==> config.mk <==
export PLATFORM = sky130hd
export DESIGN_NAME = serpar_slip
export DESIGN_NICKNAME = d
export VERILOG_FILES = /design/src/rtl/serpar_pkg.sv /design/src/rtl/serpar_sync.sv /design/src/rtl/serpar_divider.sv /design/src/rtl/serpar_shift.sv /design/src/rtl/serpar_slip.sv
export SDC_FILE = /design/constraint.sdc
export NUM_CORES = 1
export LEC_CHECK = 0
export CORE_MARGIN = 2
export CORE_UTILIZATION = 32
export DETAILED_ROUTE_END_ITERATION = 10
export DONT_BUFFER_PORTS = 1
export PLACE_DENSITY = 0.57
export SYNTH_ARGS = -nofsm -noshare
export SYNTH_HDL_FRONTEND = slang
export SYNTH_SLANG_ARGS = --single-unit
==> constraint.sdc <==
create_clock -name clk -period 2.1 [get_ports clk]
set_clock_uncertainty 0.1 [all_clocks]
set_input_delay 0.42 -clock clk [delete_from_list [all_inputs] [get_ports clk]]
set_output_delay 0.42 -clock clk [all_outputs]
set_load 0.1 [all_outputs]
==> src/rtl/serpar_pkg.sv <==
package serpar_pkg;

    typedef enum logic {
        SRC_A = 1'b0,
        SRC_B = 1'b1
    } src_e;

    function automatic logic pick_bit(input src_e src, input logic a, input logic b);
        return (src == SRC_B) ? b : a;
    endfunction

endpackage

==> src/rtl/serpar_sync.sv <==
module serpar_sync #(
    parameter int STAGES = 2
) (
    input  logic clk,
    input  logic rst,
    input  logic async_in,
    output logic pulse
);
    localparam int CHAIN_W = STAGES + 1;

    typedef struct packed {
        logic [CHAIN_W-1:0] chain;
    } sync_st_t;

    sync_st_t st_d, st_q;

    always_comb begin
        st_d       = st_q;
        st_d.chain = {st_q.chain[CHAIN_W-2:0], async_in};
        if (rst) begin
            st_d = '0;
        end
    end

    always_ff @(posedge clk) begin
        st_q <= st_d;
    end

    // rising edge seen after the last synchronizing stage
    assign pulse = st_q.chain[STAGES-1] & ~st_q.chain[STAGES];

    AST_PULSE_SINGLE: assert property (@(posedge clk) disable iff (rst)
        pulse |=> !pulse);

endmodule

==> src/rtl/serpar_divider.sv <==
module serpar_divider #(
    parameter int WORD_W = 4
) (
    input  logic clk,
    input  logic rst,
    input  logic slip,
    input  logic mode8,
    output logic load,
    output logic div_word,
    output logic div_pair
);
    localparam int CNT_W = $clog2(2 * WORD_W);
    localparam int LOW_W = CNT_W - 1;
    localparam logic [CNT_W-1:0] CNT_MAX  = CNT_W'(2 * WORD_W - 1);
    localparam logic [LOW_W-1:0] WORD_MAX = LOW_W'(WORD_W - 1);

    typedef struct packed {
        logic [CNT_W-1:0] cnt;
    } div_st_t;

    div_st_t st_d, st_q;

    always_comb begin
        st_d = st_q;
        if (!slip) begin
            st_d.cnt = st_q.cnt + 1'b1;
        end
        if (rst) begin
            st_d = '0;
        end
    end

    always_ff @(posedge clk) begin
        st_q <= st_d;
    end

    always_comb begin
        if (mode8) begin
            load = !slip && (st_q.cnt == CNT_MAX);
        end else begin
            load = !slip && (st_q.cnt[LOW_W-1:0] == WORD_MAX);
        end
    end

    assign div_word = st_q.cnt[CNT_W-2];
    assign div_pair = st_q.cnt[CNT_W-1];

    AST_SWALLOW_HOLD: assert property (@(posedge clk) disable iff (rst)
        slip |=> (st_q.cnt == $past(st_q.cnt)));

    AST_COUNT_STEP: assert property (@(posedge clk) disable iff (rst)
        !slip |=> (st_q.cnt == CNT_W'($past(st_q.cnt) + 1'b1)));

endmodule

==> src/rtl/serpar_shift.sv <==
module serpar_shift #(
    parameter int WORD_W = 4
) (
    input  logic              clk,
    input  logic              rst,
    input  logic              bit_in,
    input  logic              load,
    output logic [WORD_W-1:0] par,
    output logic              ser
);
    typedef struct packed {
        logic [WORD_W-1:0] sr;
        logic [WORD_W-1:0] par;
        logic              ser;
    } shift_st_t;

    shift_st_t st_d, st_q;

    always_comb begin
        st_d     = st_q;
        st_d.sr  = {bit_in, st_q.sr[WORD_W-1:1]};
        st_d.ser = bit_in;
        if (load) begin
            st_d.par = st_d.sr;
        end
        if (rst) begin
            st_d = '0;
        end
    end

    always_ff @(posedge clk) begin
        st_q <= st_d;
    end

    assign par = st_q.par;
    assign ser = st_q.ser;

    AST_HOLD_NO_LOAD: assert property (@(posedge clk) disable iff (rst)
        !load |=> $stable(st_q.par));

endmodule

==> src/rtl/serpar_slip.sv <==
module serpar_slip #(
    parameter int WORD_W      = 4,
    parameter int SYNC_STAGES = 2
) (
    input  logic              clk,
    input  logic              rst,
    input  logic              din_a,
    input  logic              din_b,
    input  logic              sel_b,
    input  logic              mode8,
    input  logic              sync_in,
    output logic [WORD_W-1:0] par_q,
    output logic              sout,
    output logic              clk_word,
    output logic              clk_pair
);
    import serpar_pkg::*;

    logic bit_sel;
    logic slip;
    logic load;

    assign bit_sel = pick_bit(src_e'(sel_b), din_a, din_b);

    serpar_sync #(.STAGES(SYNC_STAGES)) u_sync (
        .clk      (clk),
        .rst      (rst),
        .async_in (sync_in),
        .pulse    (slip)
    );

    serpar_divider #(.WORD_W(WORD_W)) u_div (
        .clk      (clk),
        .rst      (rst),
        .slip     (slip),
        .mode8    (mode8),
        .load     (load),
        .div_word (clk_word),
        .div_pair (clk_pair)
    );

    serpar_shift #(.WORD_W(WORD_W)) u_shift (
        .clk    (clk),
        .rst    (rst),
        .bit_in (bit_sel),
        .load   (load),
        .par    (par_q),
        .ser    (sout)
    );

    AST_SOUT_FOLLOW: assert property (@(posedge clk) disable iff (rst)
        1'b1 |=> (sout == $past(sel_b ? din_b : din_a)));

    AST_RESET_CLEAR: assert property (@(posedge clk)
        rst |=> (par_q == '0 && !clk_word && !clk_pair && !sout));

endmodule

==> results.py, run 1 <==
metrics = {
    "run_status": {
        "status": "finished clean",
    },
    "timing": {
        "finalHoldViolations": 0,
        "slew_headroom": 0.809,
        "clock.fmax_mhz": 644,
        "fin_tns_setup_ns": 0,
        "worst_slew_pin_slew_ns": 0.286,
        "rsz0062_at_grt": "no",
        "fin_crit_sh": 0.739,
        "setup_viol": 0,
        "final_max_slew_viol_count": 0,
        "fin_ws_ns": 0.548,
        "period_minus_slack_ns": 1.55,
    },
    "global_route": {
        "overflow": 0,
        "grt_pass1_vias": 279,
        "grt_antenna_before_repair": 0,
        "grt_pass1_wl_um": 1150,
        "grt_usage": 0.0855,
        "grt_max_degree": 15,
    },
    "clock_network": {
        "cts_buffers": 3,
        "postCtsSetupBuffers": 0,
        "cts.clk_slew.worst_paths_ns": 0.08,
        "cts.hold.buffers_added": 0,
        "cts_resized": 0,
        "clock_sinks": 13,
        "clk_latency_ns": 0.27,
        "clock-root-buffer": "clkbuf_4",
        "clockBufferDepth": 2,
        "htreeDepth": 1,
        "cts_tree": "built",
    },
    "pwr": {
        "ir_drop_mv": 0.413,
        "seqPwrFrac": 0.529,
        "power_density_nw_per_um2": 848,
        "leakage_nw": 0.270,
        "p_sw_frac": 0.287,
        "clkPwrFrac": 0.302,
        "comb_power_share": 0.169,
        "net-switching-power_mw": 0.143,
        "p_int_mw": 0.356,
    },
    "place": {
        "gp_congestion": 0.616,
        "io_buffers": 0,
        "place_ws_ns": 0.558,
    },
    "worst_setup_path": {
        "critPathMaxFanout": 4,
        "crit_arrival_ns": 1.61,
        "endpoint_kind": "flip-flop",
        "r2r_slack_ns": 0.55,
        "start_kind": "flip-flop",
        "critPathKind": "flip-flop to flip-flop",
        "critPathRequiredTime_ns": 2.16,
    },
    "route": {
        "vias": 308,
        "antenna_left": 0,
        "wire_per_inst_um": 10.4,
        "vias_per_cell": 4.53,
        "first_pass_iters": 1,
        "drt_wl_total_um": 709,
        "drt-initial-drc-count": 0,
        "drc": 0,
    },
    "floorplanning": {
        "die-width_um": 44.9,
        "start_util": 0.347,
        "die_y_um": 44.9,
        "coreArea_um2": 1540,
        "io_pins": 14,
        "rows": 14,
        "dieArea_um2": 2020,
    },
    "cells_and_area": {
        "diodes": 0,
        "nFillCells": 164,
        "drive_gt1_frac": 0.308,
        "final_cell_mix": "dfxtp_1, nor2b_1, buf_4",
        "layout-area-overhead-vs-synth_pct": 10.0,
        "fin_util": 0.382,
        "final_common_cell": "dfxtp_1",
        "nNetsFinal": 62,
    },
    "logic_synthesis": {
        "netlist_instances": 47,
        "avgSynthCellArea_um2": 11.4,
        "synthesis.nets": 56,
        "yosysWarnings": 0,
        "synth_area_um2": 536,
        "yosysSeqAreaShare": 0.486,
        "ys_ff_latch": 13,
        "yosysTopAreaCellShare": 0.486,
        "synth.distinct_cells": 14,
        "yosys.area.top_type": "dfxtp_1",
        "synth_area_leaders": "dfxtp_1, nor2b_1, mux2_4",
    },
    "worst_hold_path": {
        "hold_class": "input pin to flip-flop",
    },
    "job": {
        "drv_cap": 0,
    },
}
[sequential cells by signal (all words and copies together) (netlist names)]
signal	count
u_shift.par	4
u_div.st_q	3
u_shift.st_q	3
u_sync.st_q	3
[power by group through the flow]
stage | combinational, mW | clock, mW | sequential (mW)
6_report | 0.0846 | 0.151 | 0.264
3_5_place_dp | 0.0855 | 0 | 0.271
4_1_cts | 0.0857 | 0.158 | 0.265
2_1_floorplan | 0.0356 | 0 | 0.311
5_1_grt | 0.0900 | 0.172 | 0.266
3_3_place_gp | 0.0847 | 0 | 0.270
[logic make-up (layout without fill, tap and decap cells)]
group,Yosys count,count (layout),synth area share
buffers and inverters,6,11,0.0864
XOR/XNOR,1,1,0.0164
adder cells (fa/ha/maj),2,2,0.0467
flip-flops,13,13,0.486
AND/OR/NAND/NOR,16,16,0.187
multiplexers,7,7,0.159
AO/OA/AOI/OAI,2,2,0.0187
[layout make-up]
cell class / instances / area (µm²) / area share
Clock buffer: 4 / 26.3 / 0.0446
Timing Repair Buffer: 7 / 52.6 / 0.0892
Sequential cell: 13 / 262 / 0.444
Multi-Input combinational cell: 28 / 229 / 0.389
Tap cell: 16 / 20.0 / 0.0340
[metrics by stage]
stage,std cells,hold slack (ns),power [mW],instance area [µm²]
2_1_floorplan,47,0.314,0.347,537
3_3_place_gp,64,0.319,0.355,563
3_5_place_dp,64,0.329,0.356,563
4_1_cts,68,0.0929,0.509,589
5_1_grt,68,0.0822,0.528,589
6_report,68,0.105,0.500,589
[path summary, 6_finish.rpt]
path         depth (start not counted)            from        endpoint
min                                  1             rst   u_div.st_q[1]
min reg2reg                          1  u_sync.st_q[0]  u_sync.st_q[1]
max reg2reg                          5   u_div.st_q[1]  u_shift.par[1]
max                                  5   u_div.st_q[1]  u_shift.par[1]
[cells in the mapped netlist]
| library cell | n |
|---|---|
| nor2b_4 | 1 |
| buf_2 | 1 |
| buf_6 | 1 |
| nand2b_1 | 1 |
| buf_4 | 4 |
| o21ai_0 | 2 |
| dfxtp_1 | 13 |
| mux2_4 | 3 |
| or2_4 | 1 |
| ha_1 | 2 |
| xor2_1 | 1 |
| nor2b_1 | 9 |
| mux2i_1 | 4 |
| nor2_1 | 4 |
[worst max-delay path, cell delays in order, from the launching register on]
cell and delay (ns):
dfxtp_2 0.32, ha_1 0.20, ha_1 0.17, mux2i_1 0.17, or2_4 0.18, mux2_4 0.29
[per-layer routing]
metal	wire (µm)	share of wire	global-route usage	vias to the layer above
li1	-	-	-	155
met2	332	0.47	0.122	8
met1	334	0.47	0.0889	145
met3	42	0.059	0.0520	0
met4	0	0	0.0706	0
met5	0	0	0	-
Power figures use the tool's default switching activity.
==> inputs of run 2 (changes only) <==
--- a/config.mk
+++ b/config.mk
@@ -9,7 +9,7 @@
 export CORE_UTILIZATION = 32
 export DETAILED_ROUTE_END_ITERATION = 10
 export DONT_BUFFER_PORTS = 1
-export PLACE_DENSITY = 0.57
+export PLACE_DENSITY = 0.58
 export SYNTH_ARGS = -nofsm -noshare
 export SYNTH_HDL_FRONTEND = slang
 export SYNTH_SLANG_ARGS = --single-unit
==> constraint.sdc (replaced) <==
create_clock -name clk -period 1.4 [get_ports clk]
set_clock_uncertainty 0.1 [all_clocks]
set_input_delay 0.28 -clock clk [delete_from_list [all_inputs] [get_ports clk]]
set_output_delay 0.28 -clock clk [all_outputs]
set_load 0.1 [all_outputs]
==> run 2 against run 1 <==
Effect of this change:
- the flow now finishes with violations (setup timing)
- count of clock-buffer cells in the layout is the same
- sequential power grew 53%
- global-route usage grew 1.2 points
- worst setup slack lost 0.68 ns
- sequential share of layout area shrank 3.8 points
- register-to-register slack lost 0.68 ns
- critical path depth is the same
- largest cell class unchanged
- highest routed layer is now met4
==> results.py, run 2 (synthesis results as in run 1) <==
metrics = {
    "worst_hold_path": {
        "min_delay_path_depth": 1,
        "holdCritStartpoint": "sync_in",
        "hold_class": "input pin to flip-flop",
        "min_to": "u_sync.st_q[0]",
    },
    "global_route": {
        "grt_usage": 0.0977,
        "overflow": 0,
        "grt_antenna_before_repair": 0,
        "grt_pass1_wl_um": 1310,
        "grt_max_degree": 10,
        "grt_pass1_vias": 329,
    },
    "pwr": {
        "power_density_nw_per_um2": 1160,
        "comb_power_share": 0.190,
        "seqPwrFrac": 0.522,
        "p_int_mw": 0.548,
        "ir_drop_mv": 0.580,
        "net-switching-power_mw": 0.223,
        "clkPwrFrac": 0.288,
        "leakage_nw": 0.281,
        "p_sw_frac": 0.289,
        "power_mw": 0.771,
    },
    "floorplanning": {
        "die-width_um": 44.9,
        "die_y_um": 44.9,
        "dieArea_um2": 2020,
        "coreArea_um2": 1540,
        "rows": 14,
        "io_pins": 14,
        "start_util": 0.347,
    },
    "cells_and_area": {
        "diodes": 0,
        "final_cell_area_um2": 663,
        "nNetsFinal": 65,
        "drive_gt1_frac": 0.418,
        "layout-area-overhead-vs-synth_pct": 23.8,
        "final_common_cell": "dfxtp_1",
        "nFillCells": 153,
        "final_cell_mix": "dfxtp_1, nor2b_1, buf_4",
        "largest_reg_flops": 4,
    },
    "timing": {
        "rsz0062_at_grt": "yes",
        "worst_slew_pin_slew_ns": 0.325,
        "fin_ws_ns": -0.130,
        "clock.fmax_mhz": 654,
        "period_minus_slack_ns": 1.53,
        "finalHoldViolations": 0,
        "final_max_slew_viol_count": 0,
        "fin_tns_setup_ns": -0.388,
        "slew_headroom": 0.783,
        "setup_viol": 3,
        "fin_crit_sh": 1.09,
    },
    "job": {
        "drv_cap": 0,
    },
    "worst_setup_path": {
        "critPathSlowestCell": "dfxtp_4",
        "critPathKind": "flip-flop to flip-flop",
        "rr_worst_depth": 5,
        "critPathMaxFanout": 4,
        "reg2reg_from": "u_div.st_q[1]",
        "critPathRequiredTime_ns": 1.46,
        "r2r_slack_ns": -0.13,
        "crit_arrival_ns": 1.59,
        "path_cells": "ha_4 > ha_4 > mux2i_2 > or2_4 > mux2_4",
        "r2r-end": "u_shift.par[1]",
        "path_common_cell": "ha_4",
        "max_stage_delay_ns": 0.36,
        "endpoint_kind": "flip-flop",
        "start_kind": "flip-flop",
    },
    "place": {
        "post_dp_cell_area_um2": 614,
        "io_buffers": 0,
        "place_ws_ns": -0.120,
        "gp_congestion": 0.609,
    },
    "clock_network": {
        "clk_latency_ns": 0.27,
        "clockBufferDepth": 2,
        "htreeDepth": 1,
        "cts_tree": "built",
        "clock_sinks": 13,
        "clock-root-buffer": "clkbuf_4",
        "cts_buffers": 3,
        "cts.clk_slew.worst_paths_ns": 0.07,
    },
    "run_status": {
        "violations": "setup timing",
        "status": "finished with violations",
    },
    "route": {
        "first_pass_iters": 4,
        "antenna_left": 0,
        "drt-initial-drc-count": 5,
        "vias": 311,
        "vias_per_cell": 4.38,
        "drt_wl_total_um": 812,
        "drc": 0,
        "wire_per_inst_um": 11.4,
    },
}
## run 2: changes by cell type in the layout (fill, tap and decap cells not counted), sizes merged
cell and change:
dlygate4sd3 +1, buf +2
## run 2: layout make-up
| class | count | area [µm²] | share of cell area |
|---|---|---|---|
| Clock buffer | 4 | 26.3 | 0.0396 |
| Multi-Input combinational cell | 28 | 258 | 0.389 |
| Sequential cell | 13 | 269 | 0.406 |
| Tap cell | 16 | 20.0 | 0.0302 |
| Timing Repair Buffer | 10 | 90.1 | 0.136 |
## run 2: through the flow
| stage | util | hold slack (ns) | cells |
|---|---|---|---|
| final | 0.430 | 0.0459 | 71 |
| after floorplan | - | 0.263 | 47 |
| after CTS | 0.427 | 0.0293 | 71 |
| after global placement | 0.399 | 0.245 | 65 |
| after global routing | 0.430 | 0.0288 | 71 |
| after detailed placement | 0.399 | 0.247 | 65 |
## run 2: how the worst max path moves through the flow
stage / depth (start not counted) / slack, ns / startpoint / end
floorplan: 5 / -0.26 / u_div.st_q[1] / u_shift.par[1]
global placement: 5 / -0.1 / u_div.st_q[1] / u_shift.par[3]
detailed placement: 5 / -0.12 / u_div.st_q[1] / u_shift.par[1]
CTS: 5 / -0.13 / u_div.st_q[1] / u_shift.par[1]
global route: 5 / -0.17 / u_div.st_q[1] / u_shift.par[1]
finish: 5 / -0.13 / u_div.st_q[1] / u_shift.par[1]
## run 2: power groups by stage
stage / Clock, mW / Sequential [mW] / Combinational, mW
final: 0.222 / 0.403 / 0.147
after global routing: 0.241 / 0.405 / 0.154
after floorplan: 0 / 0.471 / 0.0578
after global placement: 0 / 0.410 / 0.139
after CTS: 0.233 / 0.402 / 0.147
after detailed placement: 0 / 0.411 / 0.140
## run 2: layer usage
metal	routed length, µm	global-route usage	up-vias
met1	371	0.0957	138
met5	0	0	-
met2	382	0.148	8
met3	43	0.0400	2
li1	-	-	163
met4	15	0.106	0
## run 2: timing repair
item	CTS	global route
pin swaps	1	1
gates resized for setup	0	2
hold buffers	1	0
gates cloned	0	0
buffers inserted	1	0
endpoints found under the setup margin	3	4
hold endpoints to repair	9	0
## run 2: worst max-delay path: cells and delay by family, from the launching register on
kind | cells | cell delay [ns]
DFF | 1 | 0.36
muxes | 2 | 0.47
adders and majority gates | 2 | 0.32
and+or+nand+nor | 1 | 0.19
